===== config.mk =====
export PLATFORM = sky130hd
export DESIGN_NAME = brk_unit
export DESIGN_NICKNAME = d
export VERILOG_FILES = /design/src/rtl/brk_pkg.sv /design/src/rtl/brk_regs.sv /design/src/rtl/brk_cmp.sv /design/src/rtl/brk_flags.sv /design/src/rtl/brk_unit.sv
export SDC_FILE = /design/constraint.sdc
export NUM_CORES = 1
export LEC_CHECK = 0
export BUFFER_PORTS_ARGS = -buffer_cell sky130_fd_sc_hd__buf_2
export CAP_MARGIN = 20
export CORE_MARGIN = 1
export CORE_UTILIZATION = 25
export CTS_BUF_LIST = sky130_fd_sc_hd__clkbuf_8
export CTS_CLUSTER_SIZE = 28
export DETAILED_ROUTE_END_ITERATION = 8
export GPL_TIMING_DRIVEN = 0
export HOLD_SLACK_MARGIN = 0.08
export MAX_ROUTING_LAYER = met4
export PLACE_DENSITY_LB_ADDON = 0.2
export REMOVE_ABC_BUFFERS = 1
export SETUP_SLACK_MARGIN = 0.3
export SKIP_LAST_GASP = 1
export SLEW_MARGIN = 10
export SYNTH_ARGS = -nofsm -noshare
export SYNTH_HDL_FRONTEND = slang
export SYNTH_SLANG_ARGS = --single-unit

===== constraint.sdc =====
create_clock -name clk_i -period 2.6 [get_ports clk_i]
set_input_delay 0.52 -clock clk_i [delete_from_list [all_inputs] [get_ports clk_i]]
set_output_delay 0.52 -clock clk_i [all_outputs]
set_load 0.01 [all_outputs]

===== src/rtl/brk_pkg.sv =====
package brk_pkg;
  typedef struct packed {
    logic [1:0] rd;
    logic [1:0] pc;
    logic [2:0] cyc;
  } brk_ctrl_t;
  localparam int unsigned CTRL_W = $bits(brk_ctrl_t);
endpackage


===== src/rtl/brk_regs.sv =====
module brk_regs #(
  parameter int unsigned NUM_CH = 4,
  parameter int unsigned AW     = 24,
  parameter int unsigned DW     = 32,
  parameter int unsigned RAW    = 5
) (
  input  logic                               clk_i,
  input  logic                               rst_ni,
  input  logic                               we_i,
  input  logic [RAW-1:0]                     addr_i,
  input  logic [DW-1:0]                      wdata_i,
  output logic [NUM_CH-1:0][AW-1:0]          bar_o,
  output logic [NUM_CH-1:0][AW-1:0]          mask_o,
  output brk_pkg::brk_ctrl_t [NUM_CH-1:0]    ctrl_o
);
  for (genvar c = 0; c < NUM_CH; c++) begin : g_ch
    localparam logic [RAW-1:0] BASE = RAW'(c * 4);
    always_ff @(posedge clk_i or negedge rst_ni) begin
      if (!rst_ni) begin
        bar_o[c]  <= '0;
        mask_o[c] <= '0;
        ctrl_o[c] <= '0;
      end else if (we_i) begin
        if (addr_i == BASE)      bar_o[c]  <= wdata_i[AW-1:0];
        if (addr_i == BASE + 1)  mask_o[c] <= wdata_i[AW-1:0];
        if (addr_i == BASE + 2)  ctrl_o[c] <= wdata_i[brk_pkg::CTRL_W-1:0];
      end
    end
  end
endmodule


===== src/rtl/brk_cmp.sv =====
module brk_cmp #(
  parameter int unsigned AW = 24
) (
  input  logic [AW-1:0]        bar_i,
  input  logic [AW-1:0]        mask_i,
  input  brk_pkg::brk_ctrl_t   ctrl_i,
  input  logic [AW-1:0]        bus_addr_i,
  input  logic                 exec_ok_i,
  input  logic                 first_addr_i,
  input  logic                 delay_slot_i,
  input  logic                 read_i,
  input  logic                 standby_i,
  output logic                 hit_o
);
  logic armed, addr_eq, qual;
  // only the PC-break setting compares; zero fields fall out automatically
  assign armed   = ctrl_i.cyc[0] & ctrl_i.pc[0] & ctrl_i.rd[0];
  assign addr_eq = ~|((bus_addr_i ^ bar_i) & ~mask_i);
  assign qual    = exec_ok_i & first_addr_i & read_i & ~delay_slot_i & ~standby_i;
  assign hit_o   = armed & addr_eq & qual;
endmodule


===== src/rtl/brk_flags.sv =====
module brk_flags #(
  parameter int unsigned NUM_CH = 4
) (
  input  logic              clk_i,
  input  logic              rst_ni,
  input  logic [NUM_CH-1:0] hit_i,
  input  logic              rd_i,
  input  logic              wr_i,
  input  logic [NUM_CH-1:0] wdata_i,
  output logic [NUM_CH-1:0] flag_o
);
  logic [NUM_CH-1:0] arm_q;

  for (genvar c = 0; c < NUM_CH; c++) begin : g_bit
    always_ff @(posedge clk_i or negedge rst_ni) begin
      if (!rst_ni) begin
        flag_o[c] <= 1'b0;
        arm_q[c]  <= 1'b0;
      end else if (hit_i[c]) begin
        flag_o[c] <= 1'b1;
        arm_q[c]  <= 1'b0;
      end else if (wr_i) begin
        if (arm_q[c] && !wdata_i[c]) flag_o[c] <= 1'b0;
        arm_q[c] <= 1'b0;
      end else if (rd_i && flag_o[c]) begin
        arm_q[c] <= 1'b1;
      end
    end
  end
endmodule


===== src/rtl/brk_unit.sv =====
module brk_unit #(
  parameter int unsigned NUM_CH = 4,
  parameter int unsigned AW     = 24,
  parameter int unsigned DW     = 32,
  parameter int unsigned RAW    = $clog2(NUM_CH * 4 + 1)
) (
  input  logic              clk_i,
  input  logic              rst_ni,
  input  logic              reg_we_i,
  input  logic              reg_re_i,
  input  logic [RAW-1:0]    reg_addr_i,
  input  logic [DW-1:0]     reg_wdata_i,
  output logic [DW-1:0]     reg_rdata_o,
  input  logic [AW-1:0]     bus_addr_i,
  input  logic              exec_ok_i,
  input  logic              first_addr_i,
  input  logic              delay_slot_i,
  input  logic              read_i,
  input  logic              standby_i,
  input  logic              irq_req_i,
  output logic [NUM_CH-1:0] flag_o,
  output logic              brk_req_o,
  output logic              irq_pass_o
);
  import brk_pkg::*;
  localparam logic [RAW-1:0] FLAG_OFS = RAW'(NUM_CH * 4);

  logic [NUM_CH-1:0][AW-1:0] bar, mask;
  brk_ctrl_t [NUM_CH-1:0]    ctrl;
  logic [NUM_CH-1:0]         hit;
  logic                      flag_sel;

  assign flag_sel = (reg_addr_i == FLAG_OFS);

  brk_regs #(.NUM_CH(NUM_CH), .AW(AW), .DW(DW), .RAW(RAW)) i_regs (
    .clk_i, .rst_ni, .we_i(reg_we_i), .addr_i(reg_addr_i), .wdata_i(reg_wdata_i),
    .bar_o(bar), .mask_o(mask), .ctrl_o(ctrl)
  );

  for (genvar c = 0; c < NUM_CH; c++) begin : g_cmp
    brk_cmp #(.AW(AW)) i_cmp (
      .bar_i(bar[c]), .mask_i(mask[c]), .ctrl_i(ctrl[c]), .bus_addr_i,
      .exec_ok_i, .first_addr_i, .delay_slot_i, .read_i, .standby_i,
      .hit_o(hit[c])
    );
  end

  brk_flags #(.NUM_CH(NUM_CH)) i_flags (
    .clk_i, .rst_ni, .hit_i(hit),
    .rd_i(reg_re_i & flag_sel), .wr_i(reg_we_i & flag_sel),
    .wdata_i(reg_wdata_i[NUM_CH-1:0]), .flag_o
  );

  always_comb begin
    reg_rdata_o = '0;
    if (flag_sel) reg_rdata_o[NUM_CH-1:0] = flag_o;
    for (int c = 0; c < NUM_CH; c++) begin
      if (reg_addr_i == RAW'(c * 4))     reg_rdata_o[AW-1:0] = bar[c];
      if (reg_addr_i == RAW'(c * 4 + 1)) reg_rdata_o[AW-1:0] = mask[c];
      if (reg_addr_i == RAW'(c * 4 + 2)) reg_rdata_o[CTRL_W-1:0] = ctrl[c];
    end
  end

  // break beats a maskable interrupt arriving in the same cycle
  always_ff @(posedge clk_i or negedge rst_ni) begin
    if (!rst_ni) begin
      brk_req_o  <= 1'b0;
      irq_pass_o <= 1'b0;
    end else begin
      brk_req_o  <= |hit;
      irq_pass_o <= irq_req_i & ~|hit;
    end
  end
endmodule


**Word-level counts from Yosys, hierarchy flattened**

Index checks and enable logic that the tools add are counted.

- Bits in registers: 230
- Input bits: 71
- Output and inout port bits: 38
- Logic and storage cells: 167

- Equal/unequal tests: 12
- Mux-type cells: 37
- Bitwise logic cells: 37
- Reduce and logical (&&, ||, !) cells: 51

Operators with widths:

| kind | number |
|---|---|
| 24-bit 2-to-1 mux | 8 |
| 24-bit bitwise AND | 4 |
| 24-bit inverter | 4 |
| 24-bit OR reduction | 4 |
| 24-bit bitwise XOR | 4 |
| 2-bit AND reduction | 16 |
| 5-bit by 4-bit == test with 1-bit output, second input constant | 6 |
| 7-bit 2-to-1 mux | 4 |
| 1-bit 2-to-1 mux | 24 |
| 1-bit bitwise AND | 23 |
| 2-bit nonzero test | 8 |
| 5-bit by 3-bit == test with 1-bit output, second input constant | 3 |
| 3-bit nonzero test | 4 |
| 1-bit logical NOT | 9 |
| 1-bit logical AND | 8 |
| 5-bit by 1-bit == test with 1-bit output, second input constant | 1 |
| 5-bit by 2-bit == test with 1-bit output, second input constant | 1 |
| 5-bit == test, second input constant | 1 |
| 5-bit logical NOT | 1 |
| 4-bit 2-to-1 mux | 1 |
| 4-bit OR reduction | 1 |
| 1-bit inverter | 2 |

**Logic depth before layout (Yosys ltp)**

- Depth after elaboration: 14
- Gate-level depth with buffers: 9
- Mapped depth without buffers: 6

**Hierarchy**

A second synthesis with hierarchy kept.

- Cell total of the unflattened synthesis: 1062
- Area total of the unflattened synthesis: 12333.1 um^2

By module, submodules not included:

| module | times used | cells an instance | area an instance (um^2) | sequential area each (um^2) |
|---|---|---|---|---|
| brk_regs | 1 | 483 | 8316.7 | 5505.3 |
| brk_unit | 1 | 362 | 2297.2 | 50.0 |
| brk_cmp | 4 | 48 | 352.8 | 0.0 |
| brk_flags | 1 | 25 | 307.8 | 200.2 |

**Worst setup path after synthesis**

Ideal clock, no wire load.

- Path type: input -> output
- From: in reg_addr_i[4]
- To: out reg_rdata_o[17]
- Arrival time: 2.011 ns
- Required time: 2.080 ns
- Setup slack: 0.069 ns
- Stages: 7
- Buffers on the path: 3
- Cell sequence: buf_6 > or3_1 > buf_2 > nor3_4 > buf_2 > a221oi_1 > a21oi_1

- Word-level cells in the longest chain between the ends: 9
- Elaborated cells between the ends (all ways): 16
- Classes of those cells: eq/ne (7); mux (8); reduce/logical (1)

RTL lines:

| what | line | RTL |
|---|---|---|
| start, declared | brk_unit.sv:11 | `input logic [RAW-1:0] reg_addr_i,` |
| 5-bit logical NOT | brk_unit.sv:58 | `if (reg_addr_i == RAW'(c * 4)) reg_rdata_o[AW-1:0] = bar[c];` |
| 24-bit 2-to-1 mux | brk_unit.sv:58 |  |
| 24-bit 2-to-1 mux | brk_unit.sv:59 | `if (reg_addr_i == RAW'(c * 4 + 1)) reg_rdata_o[AW-1:0] = mask[c];` |
| 24-bit 2-to-1 mux | brk_unit.sv:58 |  |
| 24-bit 2-to-1 mux | brk_unit.sv:59 |  |
| 24-bit 2-to-1 mux | brk_unit.sv:58 |  |
| 24-bit 2-to-1 mux | brk_unit.sv:59 |  |
| 24-bit 2-to-1 mux | brk_unit.sv:58 |  |
| 24-bit 2-to-1 mux (*) | brk_unit.sv:59 |  |
| end, declared | brk_unit.sv:13 | `output logic [DW-1:0] reg_rdata_o,` |

Mark *: on every way between the ends. The rest lies on a longest branch, timed or not.

**Worst setup path after layout**

- From: reg i_regs.bar_o[0] in the netlist's numbering
- To: out reg_rdata_o[0]

- Word-level cells in the longest chain between the ends: 12

RTL lines:

| what | line | RTL |
|---|---|---|
| start, declared | brk_regs.sv:12 | `output logic [NUM_CH-1:0][AW-1:0] bar_o,` |
| start signal, assigned by index | brk_regs.sv:24 | `if (addr_i == BASE) bar_o[c] <= wdata_i[AW-1:0];` |
| 24-bit 2-to-1 mux | brk_unit.sv:58 |  |
| 24-bit 2-to-1 mux | brk_unit.sv:59 |  |
| 7-bit 2-to-1 mux | brk_unit.sv:60 | `if (reg_addr_i == RAW'(c * 4 + 2)) reg_rdata_o[CTRL_W-1:0] = ctrl[c];` |
| 24-bit 2-to-1 mux | brk_unit.sv:58 |  |
| 24-bit 2-to-1 mux | brk_unit.sv:59 |  |
| 7-bit 2-to-1 mux | brk_unit.sv:60 |  |
| 24-bit 2-to-1 mux | brk_unit.sv:58 |  |
| 24-bit 2-to-1 mux | brk_unit.sv:59 |  |
| 7-bit 2-to-1 mux | brk_unit.sv:60 |  |
| 24-bit 2-to-1 mux | brk_unit.sv:58 |  |
| 24-bit 2-to-1 mux | brk_unit.sv:59 |  |
| 7-bit 2-to-1 mux | brk_unit.sv:60 |  |

Every way passes these cells.

==> flow_summary.toml <==
[critical_path]
start_kind = "flip-flop"
crit_type = "reg2out"
cp.required_ns = 2.08
cp.arrival_ns = 2.16
worstPathMaxFanout = 3
end_kind = "output port"
r2r_cells = 6

[clock_tree]
cts.clk_slew.worst_paths_ns = 0.05
clock_sinks = 230
htree_num_levels = 2
clk_path_buf_depth = 3
cts_tree = "done"
cts_buffers = 43
root_buffer = "clkbuf_8"
clk_latency_ns = 0.58

[synthesis]
yosysWarnings = 0
syn-instance-count = 981
ys_ff_latch = 230
async_flop_share_pct = 100
avgSynthCellArea_sq_um = 12.0
yosysSeqAreaShare_pct = 49.0
ys.flop_type = "dfrtp_1"
syn_area_sq_um = 11700
synth_enable_flop_cells = 0
ys_types = 48

[power]
vdd_drop_max_v = 0.000274
powerDensity_nw_per_um2 = 691
leakagePower_nw = 6.81
finalPower_mw = 10.7

[timing]
max_clock_freq_ghz = 0.374
finalSetupTns_ns = -0.492
rsz0062_at_grt = "true"
finalHoldViolCount = 0
drv_slew = 0
skew_ns = 0.0193
slew_headroom_pct = 32.8
worst_slew_pin_slew_ns = 1.01
min_period_over_period_pct = 103
setup_slack_ns = -0.0764
period_minus_slack_ns = 2.68
finalSetupViolCount = 12

[run]
max_cap_viol_count = 0

[drt]
viasPerCell = 5.06
avgRoutedWirePerCell_um = 25.9
via_count = 8974
drt_iter0_markers = 669
ant_nets = 0
routed_wl_mm = 46.0
drc = 0
dr.pass1.iters = 5

[grt]
grt_pass1_vias = 9452
met1_usage_pct = 27.2
met3_usage_pct = 3.63
overflow = 0
grt_max_degree = 97
grt_pass1_wl_mm = 66.5
grtUsageTotal_pct = 19.9
antenna_found_initial = 3
top_usage_layer = "met2"
grt_use_met2_pct = 29.7

[floorplanning]
rows = 79
coreArea_sq_um = 46500
io_pins = 109
die_y_um = 219
chipWidth_um = 219
start_util_pct = 25.3
dieArea_sq_um = 47800

[final_layout]
layout-drive-gt1-share_pct = 50.1
area_growth_pct = 31.3
nets = 1204

[place]
place_congestion = 0.804
dp_hpwl_mm = 28.6
port_buffers = 92

[hold_path]
whs_path_depth = 3
hp-class = "in2reg"

[status]
violations = "setup timing"
status = "complete, but fails checks"
[kinds of logic (layout without fill, tap and decap cells)]
logic type | Yosys count | in the layout | synth area share [%]
multiplexers | 220 | 220 | 21.8
other | 1 | 11 | 0.0320
XOR/XNOR | 96 | 96 | 7.16
AND/OR/NAND/NOR | 145 | 147 | 6.45
AO/OA/AOI/OAI | 194 | 194 | 11.8
flip-flops | 230 | 230 | 49.0
buffers and inverters | 95 | 269 | 3.77
[registers in the layout, summed over array words and instances (netlist names)]
name,count
irq_pass_o,1
i_flags.flag_o,4
i_flags.arm_q,4
brk_req_o,1
i_regs.mask_o,96
i_regs.bar_o,96
i_regs.ctrl_o,28
[Yosys cell counts, types with 3 or more instances]
master,n,area share [%]
o22ai_1,70,3.7
mux2_2,200,19
buf_2,27,1.2
o311ai_0,3,0.22
clkbuf_1,44,1.4
o21ai_0,11,0.47
o2111ai_1,7,0.52
buf_4,8,0.51
nor4_1,5,0.27
inv_1,9,0.29
or3_1,3,0.16
and3_1,4,0.21
a211oi_1,3,0.19
mux2_4,20,2.6
dfrtp_1,230,49
xnor2_1,96,7.2
nand3b_1,6,0.38
a21o_1,4,0.26
nand3_1,10,0.43
a31oi_1,4,0.21
a21oi_1,23,0.98
nand2_1,40,1.3
o221ai_1,3,0.22
nand2_2,4,0.21
a221oi_1,27,2.0
nor3_1,16,0.68
nor3b_1,6,0.38
a22oi_1,14,0.90
nand2b_1,6,0.32
buf_1,4,0.13
a222oi_1,13,1.1
a221o_1,7,0.60
a211o_1,3,0.22
nor2_1,30,0.96
buf_6,3,0.29
[metal layers]
layer	share of wire [%]	wire length (um)
met1	46	21300
met4	2.3	1070
met3	6.0	2750
met2	45	20800
met5	0	0
[worst max-delay path, cell delays in order, from the launching register on]
cell	delay [ns]
dfrtp_1	0.46
o311ai_1	0.30
a221o_1	0.27
a211oi_2	0.08
a211o_1	0.32
buf_2	0.15
[cell usage in the layout, fill, tap and decap left out, types with 26 or more instances in the layout]
| cell type | n |
|---|---|
| dfrtp_1 | 230 |
| nand2_1 | 26 |
| clkbuf_8 | 56 |
| xnor2_1 | 95 |
| buf_2 | 84 |
| mux2_2 | 200 |
| o22ai_1 | 64 |
| buf_4 | 48 |
[area by class of cell]
type | count | area [sq um]
Multi-Input combinational cell | 665 | 6250
Clock inverter | 20 | 86.3
Fill cell | 4710 | 31000
Inverter | 9 | 33.8
Tap cell | 607 | 759
Sequential cell | 230 | 5760
Timing Repair Buffer | 184 | 1750
Antenna cell | 3 | 7.51
Clock buffer | 56 | 771
[report_power, final]
group	switching, mW	internal (mW)
Combinational	1.01	1.17
Sequential	0.679	4.25
Clock	1.62	1.92
Total	3.31	7.34
[through the flow]
stage	std cells	worst slack (ns)	hold slack [ns]	instance area [sq um]	utilization (%)
floorplan	902	-0.216	0.224	11400	-
global placement	1601	-3.58	0.487	12600	27.1
detailed placement	1613	-1.65	0.473	12900	27.7
CTS	1755	-0.111	0.138	15000	32.3
global route	1774	-0.173	0.176	15400	33.2
finish	1774	-0.0764	0.163	15400	33.2
[final timing paths]
| kind | start | to | slack, ns |
|---|---|---|---|
| worst min register to register | i_regs.ctrl_o[16] | i_regs.ctrl_o[16] | 0.51 |
| worst min-delay path | irq_req_i | irq_pass_o | 0.16 |
| worst max register to register | i_regs.bar_o[92] | i_flags.arm_q[3] | 0.39 |
| max in group asynchronous | rst_ni | i_regs.bar_o[15] | 0.82 |
| min in group asynchronous | rst_ni | i_regs.bar_o[44] | 0.46 |
| worst max-delay path | i_regs.bar_o[0] | reg_rdata_o[0] | -0.08 |
[timing repair]
item                                    in CTS  in global routing
gates resized for setup                    127                 53
endpoints found under the setup margin     203                 28
hold buffers                                 1                  0
endpoints found under the hold margin       48                  0
buffers inserted                            60                 15
cloned                                       5                  1
pin swaps                                   50                 48
Note: power is estimated with default switching activity, not from simulation.
